$ cat src/rtl/mtc_pkg.sv
package mtc_pkg;

  typedef enum logic [1:0] {
    OUT_PASS  = 2'd0,
    OUT_SYNC  = 2'd1,
    OUT_ASYNC = 2'd2
  } outcome_e;

  typedef struct packed {
    logic       elide_en;
    logic       async_en;
    logic [1:0] mode;
  } mode_cfg_t;

  localparam logic [3:0] TRAP_TAG_CHECK = 4'd4;

  function automatic int max3(int a, int b, int c);
    int m;
    m = (a > b) ? a : b;
    return (m > c) ? m : c;
  endfunction

endpackage

$ cat src/rtl/mtc_decide.sv
module mtc_decide #(
  parameter int TMAX = 8
) (
  input  logic [TMAX-1:0]     ptr_tag,
  input  logic [TMAX-1:0]     tag_mask,
  input  logic [TMAX-1:0]     mem_tag,
  input  logic                mem_tag_ok,
  input  logic                page_tagged,
  input  logic                is_store,
  input  mtc_pkg::mode_cfg_t  cfg,
  output mtc_pkg::outcome_e   outcome
);
  import mtc_pkg::*;

  logic checking, elided, failed;

  always_comb begin
    checking = (cfg.mode != 2'b00) && page_tagged;
    // elision is judged before the stored tag valid bit is looked at
    elided   = cfg.elide_en && ((ptr_tag & tag_mask) == '0);
    failed   = !mem_tag_ok || (((ptr_tag ^ mem_tag) & tag_mask) != '0);
    if (!checking || elided || !failed) outcome = OUT_PASS;
    else if (is_store && cfg.async_en)   outcome = OUT_ASYNC;
    else                                 outcome = OUT_SYNC;
  end

  always_comb begin
    if (outcome == OUT_ASYNC) begin
      AST_ASYNC_ONLY_STORE: assert (is_store);
    end
    if (outcome != OUT_PASS) begin
      AST_FAULT_NEEDS_CHECK: assert (checking && !elided);
    end
  end

endmodule

$ cat config.mk
export PLATFORM = sky130hd
export DESIGN_NAME = mtc_decide
export DESIGN_NICKNAME = d
export VERILOG_FILES = /design/src/rtl/mtc_pkg.sv /design/src/rtl/mtc_decide.sv
export SDC_FILE = /design/constraint.sdc
export NUM_CORES = 1
export LEC_CHECK = 0
export CAP_MARGIN = 20
export CORE_AREA = 2 2 39 41
export DETAILED_ROUTE_END_ITERATION = 10
export DIE_AREA = 0 0 41 43
export SYNTH_ARGS = -nofsm -noshare
export SYNTH_HDL_FRONTEND = slang
export SYNTH_SLANG_ARGS = --single-unit
$ cat constraint.sdc
create_clock -name vclk -period 1.2
set_input_delay 0.18 -clock vclk [all_inputs]
set_output_delay 0.18 -clock vclk [all_outputs]
set_load 0.005 [all_outputs]
# After elaboration in Yosys (flattened, before gate mapping)
# Cells that the tools add are included.
dict set report totals {
  elab_cells 17
  inputBits 31
  register_bits 0
  output_inout_bits 2
}
dict set report classes {
  bitwise_logic 3
  mux 2
  reduce_logical 12
}
# op n
set op_table {}
lappend op_table {{$and A8 B8 Y8} 2}
lappend op_table {{$logic_not A8 Y1} 1}
lappend op_table {{$reduce_bool A8 Y1} 1}
lappend op_table {{$xor A8 B8 Y8} 1}
lappend op_table {{$mux W2} 2}
lappend op_table {{$logic_and A1 B1 Y1} 3}
lappend op_table {{$logic_not A1 Y1} 3}
lappend op_table {{$logic_or A1 B1 Y1} 3}
lappend op_table {{$reduce_bool A2 Y1} 1}

# Longest topological paths before layout
dict set report logic_depth {
  depth_word 7
  ltp_mapped 4
  depth_no_buf 4
}

# Worst setup path before layout
# No wires, ideal clock.
dict set report synth_timing {
  path_type {input to output}
  start {in ptr_tag[1]}
  end {out outcome[1]}
  path_buffers 0
  t_arrival_ps 901
  slack_ps 119
  stages 4
  cell_sequence {xor2_1 > a222oi_1 > and4_1 > nor3_1}
}
dict set report synth_between {
  elab_chain_cells 7
}
# item line
set synth_rtl {}
lappend synth_rtl {{start, declared} mtc_decide.sv:4} ;# input logic [TMAX-1:0] ptr_tag,
lappend synth_rtl {{$xor A8 B8 Y8} mtc_decide.sv:21} ;# failed = !mem_tag_ok || (((ptr_tag ^ mem_tag) & tag_mask) != '0);
lappend synth_rtl {{$and A8 B8 Y8} mtc_decide.sv:21}
lappend synth_rtl {{$reduce_bool A8 Y1} mtc_decide.sv:21}
lappend synth_rtl {{$logic_or A1 B1 Y1} mtc_decide.sv:21}
lappend synth_rtl {{$logic_not A1 Y1} mtc_decide.sv:22} ;# if (!checking || elided || !failed) outcome = OUT_PASS;
lappend synth_rtl {{$logic_or A1 B1 Y1 *} mtc_decide.sv:22}
lappend synth_rtl {{$mux W2 *} mtc_decide.sv:22}
lappend synth_rtl {{end, declared} mtc_decide.sv:11} ;# output mtc_pkg::outcome_e outcome
# Mark *: on every way between the ends. The rest lies on a longest branch, timed or not.

# Worst setup path after layout
dict set report layout_timing {
  start {in mem_tag[1]}
  end {out outcome[1]}
}
dict set report layout_between {
  elab_chain_cells 7
}
# item line
set layout_rtl {}
lappend layout_rtl {{start, declared} mtc_decide.sv:6} ;# input logic [TMAX-1:0] mem_tag,
lappend layout_rtl {{$xor A8 B8 Y8} mtc_decide.sv:21}
lappend layout_rtl {{$and A8 B8 Y8} mtc_decide.sv:21}
lappend layout_rtl {{$reduce_bool A8 Y1} mtc_decide.sv:21}
lappend layout_rtl {{$logic_or A1 B1 Y1} mtc_decide.sv:21}
lappend layout_rtl {{$logic_not A1 Y1} mtc_decide.sv:22}
lappend layout_rtl {{$logic_or A1 B1 Y1} mtc_decide.sv:22}
lappend layout_rtl {{$mux W2} mtc_decide.sv:22}
# Every way passes these cells.

==> impl_metrics.py <==
metrics = {
    "outcome": {
        "outcome": "finished, violations left",
        "failed_checks": "setup timing",
    },
    "worst_setup_path": {
        "worstPathCellList": "buf_6, xor2_1, a222oi_1, and4_1, nor3_1, buf_2",
        "crit_type": "primary input to primary output",
        "critPathRequiredTime_ns": 1.02,
        "worstPathMaxFanout": 2,
        "worstSetupEndpointType": "primary output",
        "worstPathArrival_ns": 1.18,
        "cpPeakStageDelay_ns": 0.30,
        "start_kind": "primary input",
        "critPathSlowestCell": "a222oi_1",
    },
    "finish": {
        "stdcell_area_sq_um": 493,
        "final_cells": 72,
        "clkbuf_count": 0,
        "area_delta_synth_final_pct": 183,
        "diodes": 0,
        "drive_above_1_share_pct": 28.6,
        "nNetsFinal": 89,
        "flops_and_latches": 0,
        "nFillCells": 165,
        "register_area_sq_um": 0,
    },
    "logic_synthesis": {
        "synth_common_cells": "xor2_1, a22oi_1, a21boi_0, a222oi_1",
        "yosysTopAreaCellShare_pct": 40.3,
        "syn_avg_cell_area_sq_um": 7.91,
        "ys_seq_area_share_pct": 0,
        "netlist_area_sq_um": 174,
        "ys_top_cells_by_area": "xor2_1, a22oi_1, a222oi_1, a21boi_0, and4_1",
        "yosysMostFrequentCell": "xor2_1",
        "synth_fp_nets": 53,
        "synth_cells": 22,
        "synth_cell_types": 10,
        "synth_top_area_cell": "xor2_1",
        "yosys_warnings": 0,
    },
    "timing": {
        "hold-worst-slack_ns": 0.984,
        "final-setup-viol-count": 2,
        "drv_slew": 0,
        "max_slew_margin_pct": 80.3,
        "hold_viol": 0,
        "tightest_slew_ns": 0.296,
        "max_freq_ghz": 0.736,
        "postLayoutSetupSlackWorst_ns": -0.159,
        "period_minus_slack_ns": 1.36,
        "finalCritPeriodShare_pct": 113,
        "rsz0062_at_grt": "true",
    },
    "floorplanning": {
        "core_area_sq_mm": 0.00138,
        "die_w_um": 41,
        "num_rows": 14,
        "num_io_pins": 33,
        "start_util_pct": 12.6,
        "die_height_um": 43,
        "die_area_sq_mm": 0.00176,
    },
    "global_route": {
        "grt_max_degree": 3,
        "antenna_found_initial": 0,
        "first_global_vias": 317,
        "grt_pass1_wl_mm": 1.10,
        "grt_overflow": 0,
        "track_usage_pct": 8.19,
    },
    "min_path": {
        "worstHoldPathType": "primary input to primary output",
    },
    "route": {
        "drt-initial-drc-count": 7,
        "drt-pass1-iter-count": 4,
        "wl_per_cell_um": 10.2,
        "drc_errors": 0,
        "vias_per_cell": 4.40,
        "routed-via-count": 317,
        "ant_nets": 0,
        "wl_um": 736,
    },
    "placement": {
        "dp_hpwl_um": 664,
        "gp_congestion": 0.539,
        "post_dp_cell_area_sq_um": 532,
        "place_ws_ns": -0.890,
        "port_buffers": 33,
        "dp_cells": 72,
    },
    "job": {
        "cap_violations": 0,
    },
    "power_and_ir_drop": {
        "power.total_mw": 0.143,
        "leakage_nw": 0.229,
        "peakVddDrop_mv": 0.0764,
        "power.density_mw_per_mm2": 290,
    },
    "clocking": {
        "post_cts_buffers": 0,
    },
}
metrics by stage:
stage	utilization, %	TNS [ns]
6_report	35.6	-0.306
5_1_grt	35.6	-0.442
4_1_cts	35.7	-0.378
3_5_place_dp	38.4	-1.77
3_3_place_gp	38.4	-1.77
2_1_floorplan	-	0
cells by family (layout without fill, tap and decap cells):
| family | count (synthesis) | after routing | synth area share, % |
|---|---|---|---|
| AO/OA/AOI/OAI | 9 | 9 | 41.7 |
| AND/OR/NAND/NOR | 5 | 5 | 18.0 |
| buffers and inverters | 0 | 34 | 0 |
| XOR/XNOR | 8 | 8 | 40.3 |
where the power goes:
part	switching [mW]	total [mW]	internal [mW]
logic	0.0481	0.143	0.0947
registers	0	0	0
clock network	0	0	0
path summary, 6_finish.rpt:
| check | slack [ns] | cells past startpoint | from | end |
|---|---|---|---|---|
| worst max-delay path | -0.16 | 6 | mem_tag[1] | outcome[1] |
| worst min-delay path | 0.98 | 5 | tag_mask[2] | outcome[0] |
critical path, delay by kind of cell:
kind                   cells  cell delay (ns)
AO/OA/AOI/OAI              1             0.30
XOR/XNOR                   1             0.14
buffers and inverters      2             0.22
AND/OR/NAND/NOR            2             0.33
area by class of cell:
cell class / count / area, sq um / share of cell area (%)
multi-input combinational: 22 / 191 / 38.8
timing repair buffer: 34 / 282 / 57.1
tap: 16 / 20.0 / 4.06
layer usage:
metal / vias to the layer above / wire length (um) / share of wire, % / GRT usage (%)
li1: 161 / - / - / -
met1: 137 / 286 / 39 / 9.81
met2: 19 / 356 / 48 / 15.6
met3: 0 / 93 / 13 / 0.524
met4: 0 / 0 / 0 / 0
met5: - / 0 / 0 / 0
layout by cell type (no fill, tap or decap), types with 2 or more instances in the layout:
| master | instances |
|---|---|
| a21boi_2 | 2 |
| a22oi_1 | 3 |
| buf_2 | 6 |
| a222oi_1 | 2 |
| buf_6 | 2 |
| clkbuf_2 | 3 |
| dlygate4sd2_1 | 11 |
| xor2_1 | 8 |
| clkdlybuf4s50_1 | 5 |
| clkdlybuf4s15_1 | 6 |
what timing repair did:
action                     in CTS  in global routing
hold buffers                    0                  0
pin swaps                      18                  9
gates resized for setup        60                 11
setup endpoints to repair       2                  2
hold endpoints to repair        0                  0
Power figures use the tool's default switching activity.
